## src/rtl/repl_pkg.sv

```systemverilog
package repl_pkg;
  localparam int MIN_HOLD    = 3;
  localparam int MIN_OVERLAP = 1;

  typedef enum logic [3:0] {
    ST_IDLE, ST_ROUTE, ST_CAPTURE, ST_CC_OFF, ST_BYP_OFF, ST_EN_JOIN,
    ST_AID_OFF, ST_OUT_JOIN, ST_OUT_CUT, ST_IN_CUT, ST_DONE
  } seq_state_e;

  typedef struct packed {
    logic bypass;     // spare D taken from transfer mux
    logic cc_cmd;     // capture command before the timing register
    logic linked;     // spare follows functional enable
    logic src_live;   // working flop still has its inputs
    logic out_on_dst; // circuit reads the spare
    logic chk_win;    // states must agree
    logic side;       // 0: flop A works, 1: flop B works
  } repl_ctrl_t;
endpackage

```

## src/rtl/repl_sequencer.sv

```systemverilog
module repl_sequencer
  import repl_pkg::*;
#(
  parameter int CNT_W = 8
) (
  input  logic             clk,
  input  logic             rst_n,
  input  logic             start,
  input  logic [CNT_W-1:0] hold_cycles,
  input  logic [CNT_W-1:0] overlap_cycles,
  output repl_ctrl_t       ctrl,
  output logic             done
);
  localparam logic [CNT_W-1:0] HOLD_FLOOR = CNT_W'(MIN_HOLD);
  localparam logic [CNT_W-1:0] OVL_FLOOR  = CNT_W'(MIN_OVERLAP);

  seq_state_e       state_q, state_d;
  logic [CNT_W-1:0] cnt_q;
  logic [CNT_W-1:0] hold_eff, ovl_eff;
  logic             side_q;
  logic             cnt_zero;
  logic             busy;

  always_comb begin
    hold_eff = (hold_cycles < HOLD_FLOOR) ? HOLD_FLOOR : hold_cycles;
    ovl_eff  = (overlap_cycles < OVL_FLOOR) ? OVL_FLOOR : overlap_cycles;
    cnt_zero = (cnt_q == '0);
    busy     = (state_q != ST_IDLE) && (state_q != ST_DONE);
  end

  always_comb begin
    state_d = state_q;
    unique case (state_q)
      ST_IDLE, ST_DONE: if (start) state_d = ST_ROUTE;
      ST_ROUTE:    state_d = ST_CAPTURE;
      ST_CAPTURE:  if (cnt_zero) state_d = ST_CC_OFF;
      ST_CC_OFF:   state_d = ST_BYP_OFF;
      ST_BYP_OFF:  state_d = ST_EN_JOIN;
      ST_EN_JOIN:  state_d = ST_AID_OFF;
      ST_AID_OFF:  state_d = ST_OUT_JOIN;
      ST_OUT_JOIN: if (cnt_zero) state_d = ST_OUT_CUT;
      ST_OUT_CUT:  state_d = ST_IN_CUT;
      ST_IN_CUT:   state_d = ST_DONE;
      default:     state_d = ST_IDLE;
    endcase
  end

  always_ff @(posedge clk or negedge rst_n) begin
    if (!rst_n) begin
      state_q <= ST_IDLE;
      cnt_q   <= '0;
      side_q  <= 1'b0;
    end else begin
      state_q <= state_d;
      if (state_q == ST_ROUTE)        cnt_q <= hold_eff - 1'b1;
      else if (state_q == ST_AID_OFF) cnt_q <= ovl_eff - 1'b1;
      else if (!cnt_zero)             cnt_q <= cnt_q - 1'b1;
      if (state_q == ST_IN_CUT) side_q <= ~side_q;
    end
  end

  always_comb begin
    ctrl.bypass     = (state_q == ST_ROUTE) || (state_q == ST_CAPTURE) ||
                      (state_q == ST_CC_OFF);
    ctrl.cc_cmd     = (state_q == ST_CAPTURE);
    ctrl.linked     = busy;
    ctrl.src_live   = (state_q != ST_IN_CUT);
    ctrl.out_on_dst = (state_q == ST_OUT_CUT) || (state_q == ST_IN_CUT);
    ctrl.chk_win    = (state_q == ST_CC_OFF) || (state_q == ST_BYP_OFF) ||
                      (state_q == ST_EN_JOIN) || (state_q == ST_AID_OFF) ||
                      (state_q == ST_OUT_JOIN) || (state_q == ST_OUT_CUT);
    ctrl.side       = side_q;
    done            = (state_q == ST_DONE);
  end


  cc_after_bypass_chk: assert property (@(posedge clk) disable iff (!rst_n)
    $rose(ctrl.cc_cmd) |-> $past(ctrl.bypass));

  bypass_after_cc_chk: assert property (@(posedge clk) disable iff (!rst_n)
    $fell(ctrl.bypass) |-> $past(!ctrl.cc_cmd));

  capture_len_chk: assert property (@(posedge clk) disable iff (!rst_n)
    $fell(ctrl.cc_cmd) |-> ($past(ctrl.cc_cmd, 2) && $past(ctrl.cc_cmd, 3)));

  busy_start_chk: assert property (@(posedge clk) disable iff (!rst_n)
    (busy && start) |=> (state_q != ST_ROUTE));

  done_hold_chk: assert property (@(posedge clk) disable iff (!rst_n)
    (done && !start) |=> done);
endmodule

```

## src/rtl/repl_xfer_reg.sv

```systemverilog
module repl_xfer_reg #(
  parameter bit USE_LATCH = 1'b0
) (
  input  logic clk,
  input  logic rst_n,
  input  logic d,
  output logic q
);
  generate
    if (USE_LATCH) begin : g_latch
      always_latch begin
        if (!rst_n)   q = 1'b0;
        else if (!clk) q = d;
      end
    end else begin : g_flop
      always_ff @(posedge clk or negedge rst_n) begin
        if (!rst_n) q <= 1'b0;
        else        q <= d;
      end
    end
  endgenerate
endmodule

```

## src/rtl/repl_cell.sv

```systemverilog
module repl_cell (
  input  logic clk,
  input  logic rst_n,
  input  logic func_en,
  input  logic logic_in,
  input  logic bypass,
  input  logic cc_en,
  input  logic linked,
  input  logic src_live,
  input  logic out_on_dst,
  input  logic chk_win,
  input  logic side,
  output logic merged,
  output logic match
);
  logic a_q, b_q;
  logic src_q, dst_q;
  logic aid_mux, dst_d, dst_en, src_en;
  logic a_en, a_d, b_en, b_d;

  always_comb begin
    src_q   = side ? b_q : a_q;
    dst_q   = side ? a_q : b_q;
    aid_mux = func_en ? logic_in : src_q;
    dst_d   = bypass ? aid_mux : logic_in;
    dst_en  = cc_en | (func_en & linked);
    src_en  = func_en & src_live;
    a_en    = side ? dst_en : src_en;
    a_d     = side ? dst_d : logic_in;
    b_en    = side ? src_en : dst_en;
    b_d     = side ? logic_in : dst_d;
    merged  = out_on_dst ? dst_q : src_q;
    match   = (a_q == b_q);
  end

  always_ff @(posedge clk or negedge rst_n) begin
    if (!rst_n) begin
      a_q <= 1'b0;
      b_q <= 1'b0;
    end else begin
      if (a_en) a_q <= a_d;
      if (b_en) b_q <= b_d;
    end
  end


  state_agree_chk: assert property (@(posedge clk) disable iff (!rst_n)
    chk_win |-> (a_q == b_q));
endmodule

```

## src/rtl/ff_state_replicator.sv

```systemverilog
module ff_state_replicator
  import repl_pkg::*;
#(
  parameter int NCELL     = 4,
  parameter int CNT_W     = 8,
  parameter bit USE_LATCH = 1'b0
) (
  input  logic             clk,
  input  logic             rst_n,
  input  logic             start,
  input  logic [CNT_W-1:0] hold_cycles,
  input  logic [CNT_W-1:0] overlap_cycles,
  input  logic [NCELL-1:0] func_en,
  input  logic [NCELL-1:0] logic_in,
  output logic [NCELL-1:0] merged_q,
  output logic             done,
  output logic             coherent
);
  repl_ctrl_t       ctrl;
  logic             cc_eff;
  logic [NCELL-1:0] match;

  repl_sequencer #(.CNT_W(CNT_W)) u_seq (
    .clk(clk), .rst_n(rst_n), .start(start),
    .hold_cycles(hold_cycles), .overlap_cycles(overlap_cycles),
    .ctrl(ctrl), .done(done)
  );

  repl_xfer_reg #(.USE_LATCH(USE_LATCH)) u_xfer (
    .clk(clk), .rst_n(rst_n), .d(ctrl.cc_cmd), .q(cc_eff)
  );

  generate
    for (genvar i = 0; i < NCELL; i++) begin : g_cell
      repl_cell u_cell (
        .clk(clk), .rst_n(rst_n),
        .func_en(func_en[i]), .logic_in(logic_in[i]),
        .bypass(ctrl.bypass), .cc_en(cc_eff), .linked(ctrl.linked),
        .src_live(ctrl.src_live), .out_on_dst(ctrl.out_on_dst),
        .chk_win(ctrl.chk_win), .side(ctrl.side),
        .merged(merged_q[i]), .match(match[i])
      );
    end
  endgenerate

  assign coherent = !ctrl.chk_win || (&match);


  no_lost_write_chk: assert property (@(posedge clk) disable iff (!rst_n)
    (func_en != '0) |=> (((merged_q ^ $past(logic_in)) & $past(func_en)) == '0));

  hold_when_idle_chk: assert property (@(posedge clk) disable iff (!rst_n)
    (func_en == '0) |=> $stable(merged_q));
endmodule

```

## config.mk

```make
export PLATFORM = sky130hd
export DESIGN_NAME = ff_state_replicator
export DESIGN_NICKNAME = d
export VERILOG_FILES = /design/src/rtl/repl_pkg.sv /design/src/rtl/repl_sequencer.sv /design/src/rtl/repl_xfer_reg.sv /design/src/rtl/repl_cell.sv /design/src/rtl/ff_state_replicator.sv
export SDC_FILE = /design/constraint.sdc
export NUM_CORES = 1
export LEC_CHECK = 0
export ABC_AREA = 1
export CAP_MARGIN = 15
export CORE_MARGIN = 2
export CORE_UTILIZATION = 30
export DETAILED_ROUTE_END_ITERATION = 8
export SLEW_MARGIN = 25
export SYNTH_ARGS = -nofsm -noshare
export SYNTH_HDL_FRONTEND = slang
export SYNTH_SLANG_ARGS = --single-unit
```

## constraint.sdc

```tcl
create_clock -name clk -period 3.55 [get_ports clk]
set_input_delay 0.5325 -clock clk [delete_from_list [all_inputs] [get_ports clk]]
set_output_delay 0.5325 -clock clk [all_outputs]
set_load 0.01 [all_outputs]
```

==> results.tsv <==
stage	metric	value	unit
status	status	finished, final reports clean	
sta	worst_hold_slack	236	ps
grt	grt_usage	0.152	
sta	period_share	0.801	
floorplan	dieArea	0.00675	mm²
drt	first_pass_iters	4	
clock_tree	cts_tree	done	
sta	slew_violations	0	
floorplan	die_w	82.2	µm
clock_tree	clockBufferDepth	2	
layout	nets	352	
place	io_buffers	32	
layout	final_util	0.377	
logic_synthesis	synth_top_family_by_area	simple AND/OR/NAND/NOR gates	
clock_tree	cts_max_level	1	
grt	antenna_found_initial	0	
logic_synthesis	synth_xor_area_frac	0.0239	
clock_tree	insertion_delay	260	ps
drt	wl_per_cell	11.4	µm
power	design_power_total	1930	µW
logic_synthesis	syn_nets	325	
sta	fin_skew	1.24	ps
logic_synthesis	synth_cell_type_count	27	
floorplan	die_y	82.2	µm
critical_path	critPathMaxFanout	9	
clock_tree	clk_pin_slew_worst_paths	80	ps
sta	relSlewSlack	0.648	
place	hpwlAfterDp	3.61	mm
clock_tree	post_cts_buffers	0	
critical_path	cp_num_buf_inv	2	
layout	diodes	0	
logic_synthesis	synth_area_per_cell	6.17	µm²
sta	worstMarginPinSlew	528	ps
drt	drt-vias-per-instance	4.72	
sta	setup_tns	0	ps
logic_synthesis	synth-compound-area-share	0.169	
critical_path	slowest_delay	560	ps
critical_path	cp_top_family	simple AND/OR/NAND/NOR gates	
floorplan	initial_core_util	0.310	
clock_tree	cts_buffers	3	
power	ir_worst_vdd	0.320	mV
critical_path	crit_required	3020	ps
job	drv_cap	0	
power	powerDensity	865	mW/mm²
clock_tree	cts_resized	0	
logic_synthesis	synthAdderAreaFrac	0.00683	
clock_tree	cts-root-buf	clkbuf_8	
grt	grt.overflow.total	0	
drt	drt_iter0_drc	82	
sta	fmax	352	MHz
logic_synthesis	synth_warnings	0	
layout	layout_common_cells	nand2_1 (100), inv_1 (31), clkdlybuf4s50_1 (31), o21ai_0 (27), nor2_1 (26)	
grt	grt_pass1_wl	8.00	mm
critical_path	cp-end-kind	primary output	
floorplan	ioPinCount	33	
hold_path	hp-class	in2async	
layout	fillers	647	
logic_synthesis	synthSimpleGateAreaFrac	0.385	
sta	rsz0062_at_grt	false	
sta	hold_violations	0	
drt	vias	1879	
floorplan	core_area	0.00592	mm²
drt	detail-route-antenna-nets	0	
drt	drc	0	
logic_synthesis	synth_mux_area_frac	0	
logic_synthesis	ys_seq_elements	22	
floorplan	rows	28	
grt	grt_max_degree	23	
layout	area_growth	21.8	%
drt	drt-total-wl	4.54	mm
clock_tree	cts_hold_buf	0	
critical_path	cpMostUsedCell	nand2_1	
clock_tree	cts_sinks	22	
place	globalplace.congestion	0.825	
layout	layout_commonest_cell	nand2_1	
sta	finalSetupViolCount	0	
critical_path	worstSetupPathType	reg2out	
logic_synthesis	synth_area	0.00183	mm²
layout	drive_above_1_share	0.0867	
sta	min_period	2840	ps
grt	grt_pass1_vias	1783	
logic_synthesis	synth_seq_area_share	0.300	
critical_path	crit_slowest_cell	clkdlybuf4s50_1	
logic_synthesis	synth_cells	297	
power	p_leak	0.00109	µW
critical_path	crit_arrival	2310	ps
critical_path	cp-start-kind	flip-flop	
critical_path	path_cells	inv_2, nor2_1, nand2_1, nand2_1, o211ai_1, o21ai_0, clkdlybuf4s50_1	
## logic make-up (layout without fill, tap and decap cells)
kind of cell / after synthesis / count (layout)
fa+ha+maj: 1 / 1
simple gates: 163 / 163
xor+xnor: 5 / 5
buf+inv: 48 / 74
compound gates: 58 / 58
flops: 22 / 22
## where the power goes
part           internal, µW  switching, µW
combinational           481            757
sequential              381            129
clock                  98.9           84.0
total                   961            970
## cell type report
type                    count  area, µm²  area share
inverters                  37        139      0.0622
flip-flops and latches     22        551       0.246
multi-input cells         227       1070       0.480
repair buffers             33        323       0.145
clock buffers               4       55.1      0.0246
well taps                  75       93.8      0.0420
## registers in the layout (all words and copies together), names as in the netlist
signal	cells
u_seq.side_q	1
g_cell.u_cell.b_q	4
u_seq.cnt_q	8
u_seq.state_q	4
g_cell.u_cell.a_q	4
u_xfer.q	1
## per-stage QoR
step           area, µm²  setup WS, ps  cells
3_5_place_dp        2180          1020    394
4_1_cts             2230           718    398
6_report            2230           705    398
2_1_floorplan       1830          1710    297
5_1_grt             2230           466    398
3_3_place_gp        2180          1130    394
## per-layer routing
metal / wire length, µm / up-vias / track usage
met5: 0 / - / 0
met4: 42 / 0 / 0.0500
met3: 200 / 2 / 0.0163
met2: 2090 / 38 / 0.245
met1: 2210 / 845 / 0.211
li1: - / 994 / -
## worst paths after layout
check                                           from                    to  slack (ps)  depth (start not counted)
worst min-delay path                           rst_n        u_seq.cnt_q[5]         240                          1
worst max-delay path                u_seq.state_q[3]           merged_q[2]         710                          7
worst min register to register  g_cell[2].u_cell.a_q  g_cell[2].u_cell.a_q         580                          2
max in group asynchronous                      rst_n      u_seq.state_q[1]        2960                          1
min in group clk                g_cell[2].u_cell.a_q  g_cell[2].u_cell.a_q         580                          2
worst max register to register      u_seq.state_q[3]        u_seq.cnt_q[4]        1430                         13
## cell usage after synthesis
master    count  area (µm²)
dfrtp_1      22         551
and2_1        1        6.26
ha_1          1        12.5
clkbuf_1      3        11.3
buf_6         2        22.5
nor4_1        2        12.5
nand3_1      14        70.1
xor2_1        5        43.8
a31oi_1       1        6.26
o21ai_0      27         135
a21oi_1       4        20.0
nand2_2       9        56.3
o211ai_1      5        37.5
nor2_4        4        45.0
buf_1         2        7.51
or2_1         1        6.26
o41ai_1       1        8.76
nand2_1     100         375
nand3b_1      1        7.51
nor3_1        2        10.0
o21ai_1      19        95.1
nor2_1       26        97.6
buf_4         4        30.0
inv_1        31         116
o21a_1        1        7.51
nor2_2        3        18.8
inv_2         6        22.5
(Power assumes the default switching activity.)
